[src/rtl/iow_pkg.sv]
package iow_pkg;

  // Port selected by the current bus offset
  typedef enum logic [1:0] {
    PORT_NONE = 2'd0,
    PORT_PTR  = 2'd1,
    PORT_CSR  = 2'd2,
    PORT_CFG  = 2'd3
  } port_e;

  // Offsets in word I/O mode
  localparam int W_PTR_OFF  = 'h12;
  localparam int W_CSR_OFF  = 'h10;
  localparam int W_CFG_OFF  = 'h16;

  // Offsets in doubleword I/O mode
  localparam int DW_PTR_OFF = 'h14;
  localparam int DW_CSR_OFF = 'h10;
  localparam int DW_CFG_OFF = 'h1C;

  localparam int N_MODES = 2;

endpackage

[src/rtl/iow_decode.sv]
module iow_decode
  import iow_pkg::*;
#(
  parameter int OFF_W = 5
) (
  input  logic [OFF_W-1:0] off,
  input  logic             dw_mode,
  output port_e            sel
);

  // One decoder per I/O mode; the mode input picks the active one
  for (genvar m = 0; m < N_MODES; m++) begin : g_mode
    localparam logic [OFF_W-1:0] PTR_AT = OFF_W'((m == 1) ? DW_PTR_OFF : W_PTR_OFF);
    localparam logic [OFF_W-1:0] CSR_AT = OFF_W'((m == 1) ? DW_CSR_OFF : W_CSR_OFF);
    localparam logic [OFF_W-1:0] CFG_AT = OFF_W'((m == 1) ? DW_CFG_OFF : W_CFG_OFF);
    port_e hit;
    always_comb begin
      if (off == PTR_AT)      hit = PORT_PTR;
      else if (off == CSR_AT) hit = PORT_CSR;
      else if (off == CFG_AT) hit = PORT_CFG;
      else                    hit = PORT_NONE;
    end
  end

  assign sel = dw_mode ? g_mode[1].hit : g_mode[0].hit;

endmodule

[src/rtl/iow_ptr.sv]
module iow_ptr #(
  parameter int IDX_W = 8
) (
  input  logic             clk,
  input  logic             rst,
  input  logic             sw_rst,
  input  logic             load,
  input  logic [IDX_W-1:0] din,
  output logic [IDX_W-1:0] idx
);

  // Both resets win over a load in the same cycle
  always_ff @(posedge clk) begin
    if (rst || sw_rst) idx <= '0;
    else if (load)     idx <= din;
  end

endmodule

[src/rtl/iow_path.sv]
module iow_path
  import iow_pkg::*;
#(
  parameter int DATA_W = 32,
  parameter int IDX_W  = 8
) (
  input  logic              clk,
  input  logic              rst,
  input  logic              dw_mode,
  input  logic              bus_en,
  input  logic              bus_we,
  input  port_e             sel,
  input  logic [DATA_W-1:0] bus_wdata,
  input  logic [IDX_W-1:0]  idx,
  input  logic [DATA_W-1:0] csr_rdata,
  input  logic [DATA_W-1:0] cfg_rdata,
  output logic [DATA_W-1:0] reg_wdata,
  output logic              csr_rd,
  output logic              csr_wr,
  output logic              cfg_rd,
  output logic              cfg_wr,
  output logic [DATA_W-1:0] bus_rdata
);

  localparam int HALF_W = DATA_W / 2;
  localparam int UP_W   = DATA_W - HALF_W;
  localparam int PAD_W  = DATA_W - IDX_W;

  logic              rd_cyc;
  logic              wr_cyc;
  logic [DATA_W-1:0] raw_rd;
  logic [DATA_W-1:0] shaped_rd;

  assign rd_cyc = bus_en && !bus_we;
  assign wr_cyc = bus_en &&  bus_we;

  // Bank strobes, live only during the access cycle
  assign csr_rd = rd_cyc && (sel == PORT_CSR);
  assign csr_wr = wr_cyc && (sel == PORT_CSR);
  assign cfg_rd = rd_cyc && (sel == PORT_CFG);
  assign cfg_wr = wr_cyc && (sel == PORT_CFG);

  // Word mode narrows the data path to its lower half
  assign reg_wdata = dw_mode ? bus_wdata : {{UP_W{1'b0}}, bus_wdata[HALF_W-1:0]};

  always_comb begin
    unique case (sel)
      PORT_PTR: raw_rd = {{PAD_W{1'b0}}, idx};
      PORT_CSR: raw_rd = csr_rdata;
      PORT_CFG: raw_rd = cfg_rdata;
      default:  raw_rd = '0;
    endcase
  end

  assign shaped_rd = dw_mode ? raw_rd : {{UP_W{1'b0}}, raw_rd[HALF_W-1:0]};

  always_ff @(posedge clk) begin
    if (rst)         bus_rdata <= '0;
    else if (rd_cyc) bus_rdata <= shaped_rd;
    else             bus_rdata <= '0;
  end

endmodule

[src/rtl/ioreg_window.sv]
module ioreg_window
  import iow_pkg::*;
#(
  parameter int DATA_W = 32,
  parameter int IDX_W  = 8,
  parameter int OFF_W  = 5
) (
  input  logic              clk,
  input  logic              rst,
  input  logic              sw_rst,
  input  logic              stop,
  input  logic              dw_mode,
  input  logic              bus_en,
  input  logic              bus_we,
  input  logic [OFF_W-1:0]  bus_off,
  input  logic [DATA_W-1:0] bus_wdata,
  output logic [DATA_W-1:0] bus_rdata,
  output logic [IDX_W-1:0]  reg_idx,
  output logic [DATA_W-1:0] reg_wdata,
  output logic              csr_rd,
  output logic              csr_wr,
  input  logic [DATA_W-1:0] csr_rdata,
  output logic              cfg_rd,
  output logic              cfg_wr,
  input  logic [DATA_W-1:0] cfg_rdata
);

  port_e sel;
  logic  ptr_load;
  logic  unused_stop;

  // The stop control deliberately has no path into the pointer
  assign unused_stop = stop;

  iow_decode #(.OFF_W(OFF_W)) u_decode (
    .off     (bus_off),
    .dw_mode (dw_mode),
    .sel     (sel)
  );

  assign ptr_load = bus_en && bus_we && (sel == PORT_PTR);

  iow_ptr #(.IDX_W(IDX_W)) u_ptr (
    .clk    (clk),
    .rst    (rst),
    .sw_rst (sw_rst),
    .load   (ptr_load),
    .din    (bus_wdata[IDX_W-1:0]),
    .idx    (reg_idx)
  );

  iow_path #(.DATA_W(DATA_W), .IDX_W(IDX_W)) u_path (
    .clk       (clk),
    .rst       (rst),
    .dw_mode   (dw_mode),
    .bus_en    (bus_en),
    .bus_we    (bus_we),
    .sel       (sel),
    .bus_wdata (bus_wdata),
    .idx       (reg_idx),
    .csr_rdata (csr_rdata),
    .cfg_rdata (cfg_rdata),
    .reg_wdata (reg_wdata),
    .csr_rd    (csr_rd),
    .csr_wr    (csr_wr),
    .cfg_rd    (cfg_rd),
    .cfg_wr    (cfg_wr),
    .bus_rdata (bus_rdata)
  );

endmodule

[config.mk]
export PLATFORM = sky130hd
export DESIGN_NAME = ioreg_window
export DESIGN_NICKNAME = d
export VERILOG_FILES = /design/src/rtl/iow_pkg.sv /design/src/rtl/iow_decode.sv /design/src/rtl/iow_ptr.sv /design/src/rtl/iow_path.sv /design/src/rtl/ioreg_window.sv
export SDC_FILE = /design/constraint.sdc
export NUM_CORES = 1
export LEC_CHECK = 0
export ABC_AREA = 1
export CORE_MARGIN = 2
export CORE_UTILIZATION = 33
export DETAILED_ROUTE_END_ITERATION = 6
export PLACE_DENSITY = 0.84
export SYNTH_ARGS = -nofsm -noshare
export SYNTH_HDL_FRONTEND = slang
export SYNTH_SLANG_ARGS = --single-unit
export TNS_END_PERCENT = 50
[constraint.sdc]
create_clock -name clk -period 2.3 [get_ports clk]
set_input_delay 0.46 -clock clk [delete_from_list [all_inputs] [get_ports clk]]
set_output_delay 0.46 -clock clk [all_outputs]
set_load 0.005 [all_outputs]
# == After elaboration in Yosys (flattened, before gate mapping) ==
# Cells that the tools add are included.
# word_totals
inputBits,108
elab_cells,33
output_inout_bits,76
reg_bits,40
# classes
bitwise,2
n_reduce_logical,11
eq_ne,8
mux,9
# op_table
op,n
32-bit one-hot mux with 3 select lines,1
32-bit 2-to-1 mux,1
"5-bit == test, second input constant",5
2-bit 2-to-1 mux,7
1-bit logical AND,7
"2-bit == test, second input constant",2
3-bit OR reduction,1
"2-bit by 1-bit == test with 1-bit output, second input constant",1
1-bit NOT,2
2-bit OR reduction,1
1-bit logical NOT,1
1-bit logical OR,1

# == Longest topological paths before layout ==
# Gate-level depths: netlist of run 1.
# logic_depth
word_depth,7
mapped_depth,12
depth_no_buf,11

# == Hierarchy ==
# From an unflattened synthesis of run 1, not the netlist that was laid out.
# hier_totals
cells_unflattened,334
area_unflattened_um2,2189.6
# by_module_without_submodules
module,area_each_um2,seq_area_each_um2,cells_each,n_inst
iow_path,1726.7,640.6,259,1
iow_ptr,357.8,160.2,51,1
iow_decode,87.6,0.0,20,1
ioreg_window,17.5,0.0,4,1

# == Worst setup path before layout of run 1 ==
# Ideal clock, no wire load.
# synth_timing
kind,in2out
startpoint,input port bus_off[1]
endpoint,output port cfg_rd
n_path_buf,1
required_ns,1.840
stages,8
arrival_time_ns,1.378
slack_ns,0.462
path_cell_list,nor2_2 -> nand3_2 -> nand3_1 -> nand2_2 -> nor2_2 -> buf_4 -> inv_1 -> nor2_1
# synth_between
elab_chain_cells,7
word_cells_on_any_way,14
cone_classes,eq/ne (6); mux (7); reduce/logical (1)
# synth_lines
element,line_no,rtl
from (decl),ioreg_window.sv:15,"input logic [OFF_W-1:0] bus_off,"
5-bit == test,iow_decode.sv:20,else if (off == CFG_AT) hit = PORT_CFG;
2-bit 2-to-1 mux,iow_decode.sv:20,
2-bit 2-to-1 mux,iow_decode.sv:19,else if (off == CSR_AT) hit = PORT_CSR;
2-bit 2-to-1 mux,iow_decode.sv:18,if (off == PTR_AT) hit = PORT_PTR;
2-bit 2-to-1 mux *,iow_decode.sv:25,assign sel = dw_mode ? g_mode[1].hit : g_mode[0].hit;
2-bit == test *,iow_path.sv:40,assign cfg_rd = rd_cyc && (sel == PORT_CFG);
1-bit logical AND *,iow_path.sv:40,
to (decl),ioreg_window.sv:23,"output logic cfg_rd,"
# Mark *: on every way between the ends. The rest lies on a longest branch, timed or not.

# == Worst setup path in the final report of run 1 ==
# layout_timing
startpoint,input port bus_off[0]
endpoint,output port cfg_wr
# layout_between
elab_chain_cells,7
word_cells_on_any_way,14
cone_classes,eq/ne (6); mux (7); reduce/logical (1)
# layout_lines
element,line_no,rtl
5-bit == test,iow_decode.sv:20,
2-bit 2-to-1 mux,iow_decode.sv:20,
2-bit 2-to-1 mux,iow_decode.sv:19,
2-bit 2-to-1 mux,iow_decode.sv:18,
2-bit 2-to-1 mux *,iow_decode.sv:25,
2-bit == test *,iow_path.sv:41,assign cfg_wr = wr_cyc && (sel == PORT_CFG);
1-bit logical AND *,iow_path.sv:41,
to (decl),ioreg_window.sv:24,"output logic cfg_wr,"
# Marks and branches as above.

==> results of run 1 <==
==> kinds of logic (layout without fill, tap and decap cells) <==
family,after synthesis,in the layout
compound gates,25,25
buf+inv,68,227
flops,40,40
simple gates,171,171
==> critical path: cells and delay by family <==
kind | cells | cell delay, ps
simple gates | 6 | 610
buf+inv | 3 | 580
==> per-stage QoR <==
stage                     cells  util (%)  setup TNS (ps)  instance area, um^2
after floorplan             304         -               0                 2001
after global placement      528     61.86          -764.9                 3641
after detailed placement    528     61.86          -910.9                 3641
after CTS                   536     63.39               0                 3731
after global routing        538     63.84               0                 3757
final                       538     63.84               0                 3757
==> worst paths after layout <==
path	cells after the start	startpoint	end
setup reg to reg	4	u_ptr.idx[0]$_SDFFE_PP0P_	u_path.bus_rdata[0]$_SDFF_PP0_
setup / recovery	9	bus_off[0]	cfg_wr
hold / removal	4	u_ptr.idx[1]$_SDFFE_PP0P_	u_ptr.idx[1]$_SDFFE_PP0P_
hold reg to reg	4	u_ptr.idx[1]$_SDFFE_PP0P_	u_ptr.idx[1]$_SDFFE_PP0P_
==> metal layers <==
layer	track usage [%]	up-vias	wire, um
met2	34.80	107	3188
met4	6.667	0	116
met5	0	-	0
li1	-	1213	-
met3	6.703	14	672
met1	20.67	983	2599
==> sequential cells by signal, summed over array words and instances (netlist names) <==
name              flops
u_path.bus_rdata     32
u_ptr.idx             8
==> power groups by stage <==
stage	Sequential, W	Clock (W)	Combinational (W)
2_1_floorplan	0.000715	0	0.000104
3_3_place_gp	0.000715	0	0.000325
3_5_place_dp	0.000715	0	0.000329
4_1_cts	0.000699	0.000468	0.000331
5_1_grt	0.000699	0.000502	0.000360
6_report	0.000699	0.000454	0.000332
==> placed cells by master (no fill, tap or decap), types with 2 or more instances in the layout <==
cell type and instances:
dfxtp_1 40, nand2_1 113, inv_1 40, nand3_2 5, nand3_1 18, buf_4 10
clkinv_2 2, dlymetal6s2s_1 2, nand2_4 2, nor2_4 2, nand2_2 5, dlygate4sd2_1 8
clkdlybuf4s50_1 156, a21oi_1 24, nor2_1 22, clkbuf_8 5, nor2_2 4
==> what timing repair did <==
item                       in CTS  in global routing
pin swaps                       4                  0
setup endpoints to repair       4                 18
cloned                          0                  1
buffers inserted                0                  1
gates resized for setup        11                  4
==> final cells by class <==
cell class              instances  area (um^2)  share of cell area (%)
multi-input cells             196        873.3                   23.24
flip-flops and latches         40        800.8                   21.31
well taps                      75        93.84                   2.498
clock inverters                 3        18.77                  0.4995
repair buffers                178         1748                   46.52
clock buffers                   5        68.82                   1.832
inverters                      41        153.9                   4.096
==> flow_summary.yaml, run 1 <==
outcome:
  status: "finished clean"
worst_setup_path:
  crit_arrival_ps: 1650
  start_kind: "primary input"
  cp_max_fo: 3
  rrSetupSlack_ps: 1600
  slowest_stage: "dlygate4sd2_1"
  crit_type: "in2out"
  required_ps: 1840
  crit_top_cell: "dlygate4sd2_1"
  critPathMaxStageDelay_ps: 280
  end_kind: "primary output"
  cp_cell_sequence: "dlygate4sd2_1 -> nor2_4 -> nand3_2 -> nand3_1 -> nand2_2 -> nor2_2 -> inv_1 -> nor2_1 -> dlygate4sd2_1"
power:
  power_w: 0.001484
  p_leak_nw: 1.698
  switching_power_w: 0.0003563
  p_clk_share_pct: 30.6
  combPwrFrac_pct: 22.3
  power_density_mw_per_mm2: 395.0
  switching_share_pct: 24.01
  seq_power_share_pct: 47.1
  power.internal_w: 0.001128
  ir_drop_mv: 0.2441
synth:
  synthXorXnorAreaFrac_pct: 0
  muxShareOfSynthArea_pct: 0
  syn-cell-area_mm2: 0.002001
  ys_seq_area_share_pct: 40.03
  synth_cell_type_count: 18
  synth.avg_cell_area_um2: 6.581
  synth.most_common_cell: "nand2_1"
  synth.largest_area_cell: "dfxtp_1"
  synth_top_area_share_pct: 40.03
  syn_nets: 412
  synthAdderAreaFrac_pct: 0
  yosys.area_share.simple_pct: 36.52
  ys_ff_latch: 40
  synth_flop_cell: "dfxtp_1"
  synth_top_family_by_area: "simple AND/OR/NAND/NOR gates"
  synthTopCellsByCount: "nand2_1, dfxtp_1, inv_1, a21oi_1, nor2_1"
  syn_inst: 304
  async_flop_share_pct: 0
  synth_compound_area_share_pct: 6.254
  synth-edff-count: 0
  synth_warnings: 0
  synthTopCellsByArea: "dfxtp_1, nand2_1, inv_1"
sta:
  rsz0062_at_grt: "no"
  setup_viol: 0
  setup_slack_ps: 194.2
  finalMaxSlewViolations: 0
  fin_hold_ws_ps: 534.6
  hold_violations: 0
  finalClockSkew_ps: 1.241
  post-route-min-period_ps: 2106
  max_freq_mhz: 474.9
  fin_crit_sh_pct: 91.56
  relSlewSlack_pct: 67.09
  worst_slew_pin_slew_ps: 491.9
detailed_routing:
  drcViolationCount: 0
  ant_nets: 0
  drtIter0Drc: 55
  num_vias: 2317
  dr.pass1.iters: 4
  wl_per_cell_um: 12.22
  wl_mm: 6.576
  via_per_inst: 4.307
global_routing:
  grt_start_max_net_pins: 30
  grt_pass1_wl_mm: 9.984
  track_usage_pct: 19.24
  antenna_found_initial: 0
  grt_pass1_vias: 2272
  grt_overflow_total: 0
die:
  initial_core_util_pct: 33.99
  chipHeight_um: 81.86
  fp.coreArea_mm2: 0.005886
  die_w_um: 81.86
  row_count: 28
  die_area_mm2: 0.006701
  ioPinCount: 184
clock_tree:
  clkLatencyLatePin_ps: 280
  clock_sinks: 40
  cts.hold.buffers_added: 0
  cts_tree: "done"
  cts_buffers: 5
  htreeDepth: 2
  root_buffer: "clkbuf_8"
  clock_path_buffers: 2
  path_clk_slew_ps: 80
placement:
  gp_congestion: 0.7488
  port_buffers: 166
  dp_hpwl_mm: 5.264
  pre_cts_ws_ps: -310.2
job:
  maxCapViolCount: 0
finish:
  drive_above_1_share_pct: 8.423
  nets: 570
  syn2layout_area_growth_pct: 87.80
  antennaDiodeCount: 0
  fill_cells: 545
worst_hold_path:
  hold_class: "reg2reg"
Note: power is estimated with default switching activity, not from simulation.
==> run 2: changes to the inputs <==
CORE_UTILIZATION = 34   (was 33)
CTS_BUF_LIST = sky130_fd_sc_hd__clkbuf_8   (was unset)
PLACE_DENSITY = 0.86   (was 0.84)
REMOVE_ABC_BUFFERS = 1   (was unset)
==> run 2 against run 1 <==
  * Fmax down 4.1%
  * Power is 1.2% higher
  * Non-clock buffer count is 1 lower
  * Sequential power barely moved
  * First-iteration DRC count is 29% lower
  * Critical path type unchanged
  * Largest power group unchanged
  * Highest routed layer unchanged
==> flow_summary.yaml, run 2 (synthesis gave the netlist of run 1 again) <==
worst_setup_path:
  critPathBufInv: 4
  r2r_start: "u_ptr.idx[0]$_SDFFE_PP0P_"
  r2r_cells: 4
  rrSetupSlack_ps: 1590
  end_kind: "primary output"
  cp_cell_sequence: "dlygate4sd2_1 -> nand2_1 -> inv_1 -> nand3_2 -> nand3_2 -> nand2_4 -> nor2_2 -> inv_1 -> nor2_1 -> dlygate4sd2_1"
  critPathMaxStageDelay_ps: 290
  start_kind: "primary input"
  critical_path.top_delay_family: "buffers and inverters"
  crit_type: "in2out"
  slowest_stage: "dlygate4sd2_1"
  required_ps: 1840
  r2r_end: "u_path.bus_rdata[0]$_SDFF_PP0_"
  cp_max_fo: 3
  crit_arrival_ps: 1730
clock_tree:
  clock_path_buffers: 2
  clock_sinks: 40
  cts_tree: "done"
  clkLatencyLatePin_ps: 280
  cts.hold.buffers_added: 0
  path_clk_slew_ps: 70
  cts_buffers: 5
  root_buffer: "clkbuf_8"
  htreeDepth: 2
  postCtsSetupRepairBufs: 0
sta:
  post-route-min-period_ps: 2195
  fin_crit_sh_pct: 95.43
  fin_hold_ws_ps: 534.0
  max_freq_mhz: 455.6
  finalMaxSlewViolations: 0
  hold_violations: 0
  setup_slack_ps: 105.0
  finalClockSkew_ps: 2.966
  worst_slew_pin_slew_ps: 529.0
  rsz0062_at_grt: "no"
  setup_viol: 0
  relSlewSlack_pct: 64.61
  setup_tns_ps: 0
power:
  power.internal_w: 0.001155
  switching_share_pct: 23.11
  p_clk_share_pct: 31.1
  switching_power_w: 0.0003472
  ir_drop_mv: 0.2969
  combPwrFrac_pct: 22.3
  seq_power_share_pct: 46.5
  p_leak_nw: 1.714
  power_w: 0.001502
  power_density_mw_per_mm2: 397.9
global_routing:
  grt_overflow_total: 0
  track_usage_pct: 20.46
  grt_pass1_vias: 2388
  grt_start_max_net_pins: 30
  grt_pass1_wl_mm: 10.36
  antenna_found_initial: 0
detailed_routing:
  drtIter0Drc: 39
  via_per_inst: 4.434
  ant_nets: 0
  dr.pass1.iters: 4
  drcViolationCount: 0
  wl_mm: 6.796
  num_vias: 2368
  wl_per_cell_um: 12.73
die:
  die_w_um: 80.71
  chipHeight_um: 80.71
  ioPinCount: 184
  row_count: 27
  die_area_mm2: 0.006514
  fp.coreArea_mm2: 0.005608
  initial_core_util_pct: 35.68
finish:
  top_register: "u_path.bus_rdata"
  antennaDiodeCount: 0
  nets: 569
  top_regs: "u_path.bus_rdata (32), u_ptr.idx (8)"
  fill_cells: 478
  instances_no_fill: 534
  layout_commonest_cell: "clkdlybuf4s50_1"
  most-common-layout-cells: "clkdlybuf4s50_1, nand2_1, inv_1"
  syn2layout_area_growth_pct: 88.74
  drive_above_1_share_pct: 8.442
  ff_latch_area_um2: 800.8
  largest_reg_flops: 32
  multi_input_area_um2: 883.3
placement:
  dp_hpwl_mm: 5.472
  placed_cells: 526
  gp_congestion: 0.7278
  port_buffers: 166
  pre_cts_ws_ps: -397.2
worst_hold_path:
  min_to: "u_ptr.idx[7]$_SDFFE_PP0P_"
  hold_depth: 4
  hold_class: "reg2reg"
  hold_start: "u_ptr.idx[7]$_SDFFE_PP0P_"
outcome:
  status: "finished clean"
job:
  maxCapViolCount: 0
[run 2: cell types whose count changed in the layout (fill, tap and decap cells not counted), sizes merged]
cell and delta:
clkinv -3, inv +1, dlygate4sd2 -2, clkinvlp +1, clkbuf +1, buf -1, clkdlybuf4s15 +2
[run 2: repair_timing]
item / in CTS / in global routing
pin swaps: 4 / 2
setup endpoints to repair: 17 / 2
resized for setup: 16 / 2
[run 2: worst min-delay path, delay by kind of cell (launching register included)]
kind	cells	cell delay, ps
buf+inv	1	50
simple gates	3	120
flops	1	330
[run 2: layout make-up]
type | instances | share of cell area (%)
Sequential cell | 40 | 21.21
Tap cell | 72 | 2.386
Multi-Input combinational cell | 196 | 23.39
Clock inverter | 2 | 0.2982
Inverter | 41 | 4.076
Timing Repair Buffer | 177 | 46.45
Clock buffer | 6 | 2.187
[run 2: how the worst max path moves through the flow]
| stage | start | end | slack (ps) | depth (start not counted) |
|---|---|---|---|---|
| after floorplan | bus_off[1] | cfg_rd | 50 | 7 |
| after global placement | bus_off[1] | cfg_wr | -280 | 9 |
| after detailed placement | bus_off[1] | cfg_rd | -400 | 9 |
| after CTS | bus_off[0] | csr_rd | 40 | 6 |
| after global routing | bus_off[3] | cfg_rd | 30 | 10 |
| final | bus_off[3] | cfg_rd | 110 | 10 |
[run 2: routing by layer]
metal / share of wire (%) / track usage [%] / vias to the layer above / routed length [um]
met2: 52 / 40.17 / 124 / 3514
met1: 37 / 20.04 / 1023 / 2494
met5: 0 / 0 / - / 0
li1: - / - / 1213 / -
met4: 1.2 / 5.932 / 0 / 82
met3: 10 / 6.966 / 8 / 703
[run 2: power by group through the flow]
| stage | logic, W | registers, W | clock network, W |
|---|---|---|---|
| after floorplan | 0.0000724 | 0.000715 | 0 |
| after global placement | 0.000326 | 0.000715 | 0 |
| after detailed placement | 0.000333 | 0.000715 | 0 |
| after CTS | 0.000335 | 0.000699 | 0.000482 |
| after global routing | 0.000360 | 0.000699 | 0.000517 |
| final | 0.000336 | 0.000699 | 0.000468 |
[run 2: per-stage QoR]
step / instance area, um^2 / utilization, %
final: 3776 / 67.34
after detailed placement: 3657 / 65.22
after global routing: 3776 / 67.34
after global placement: 3657 / 65.22
after floorplan: 1810 / -
after CTS: 3771 / 67.25
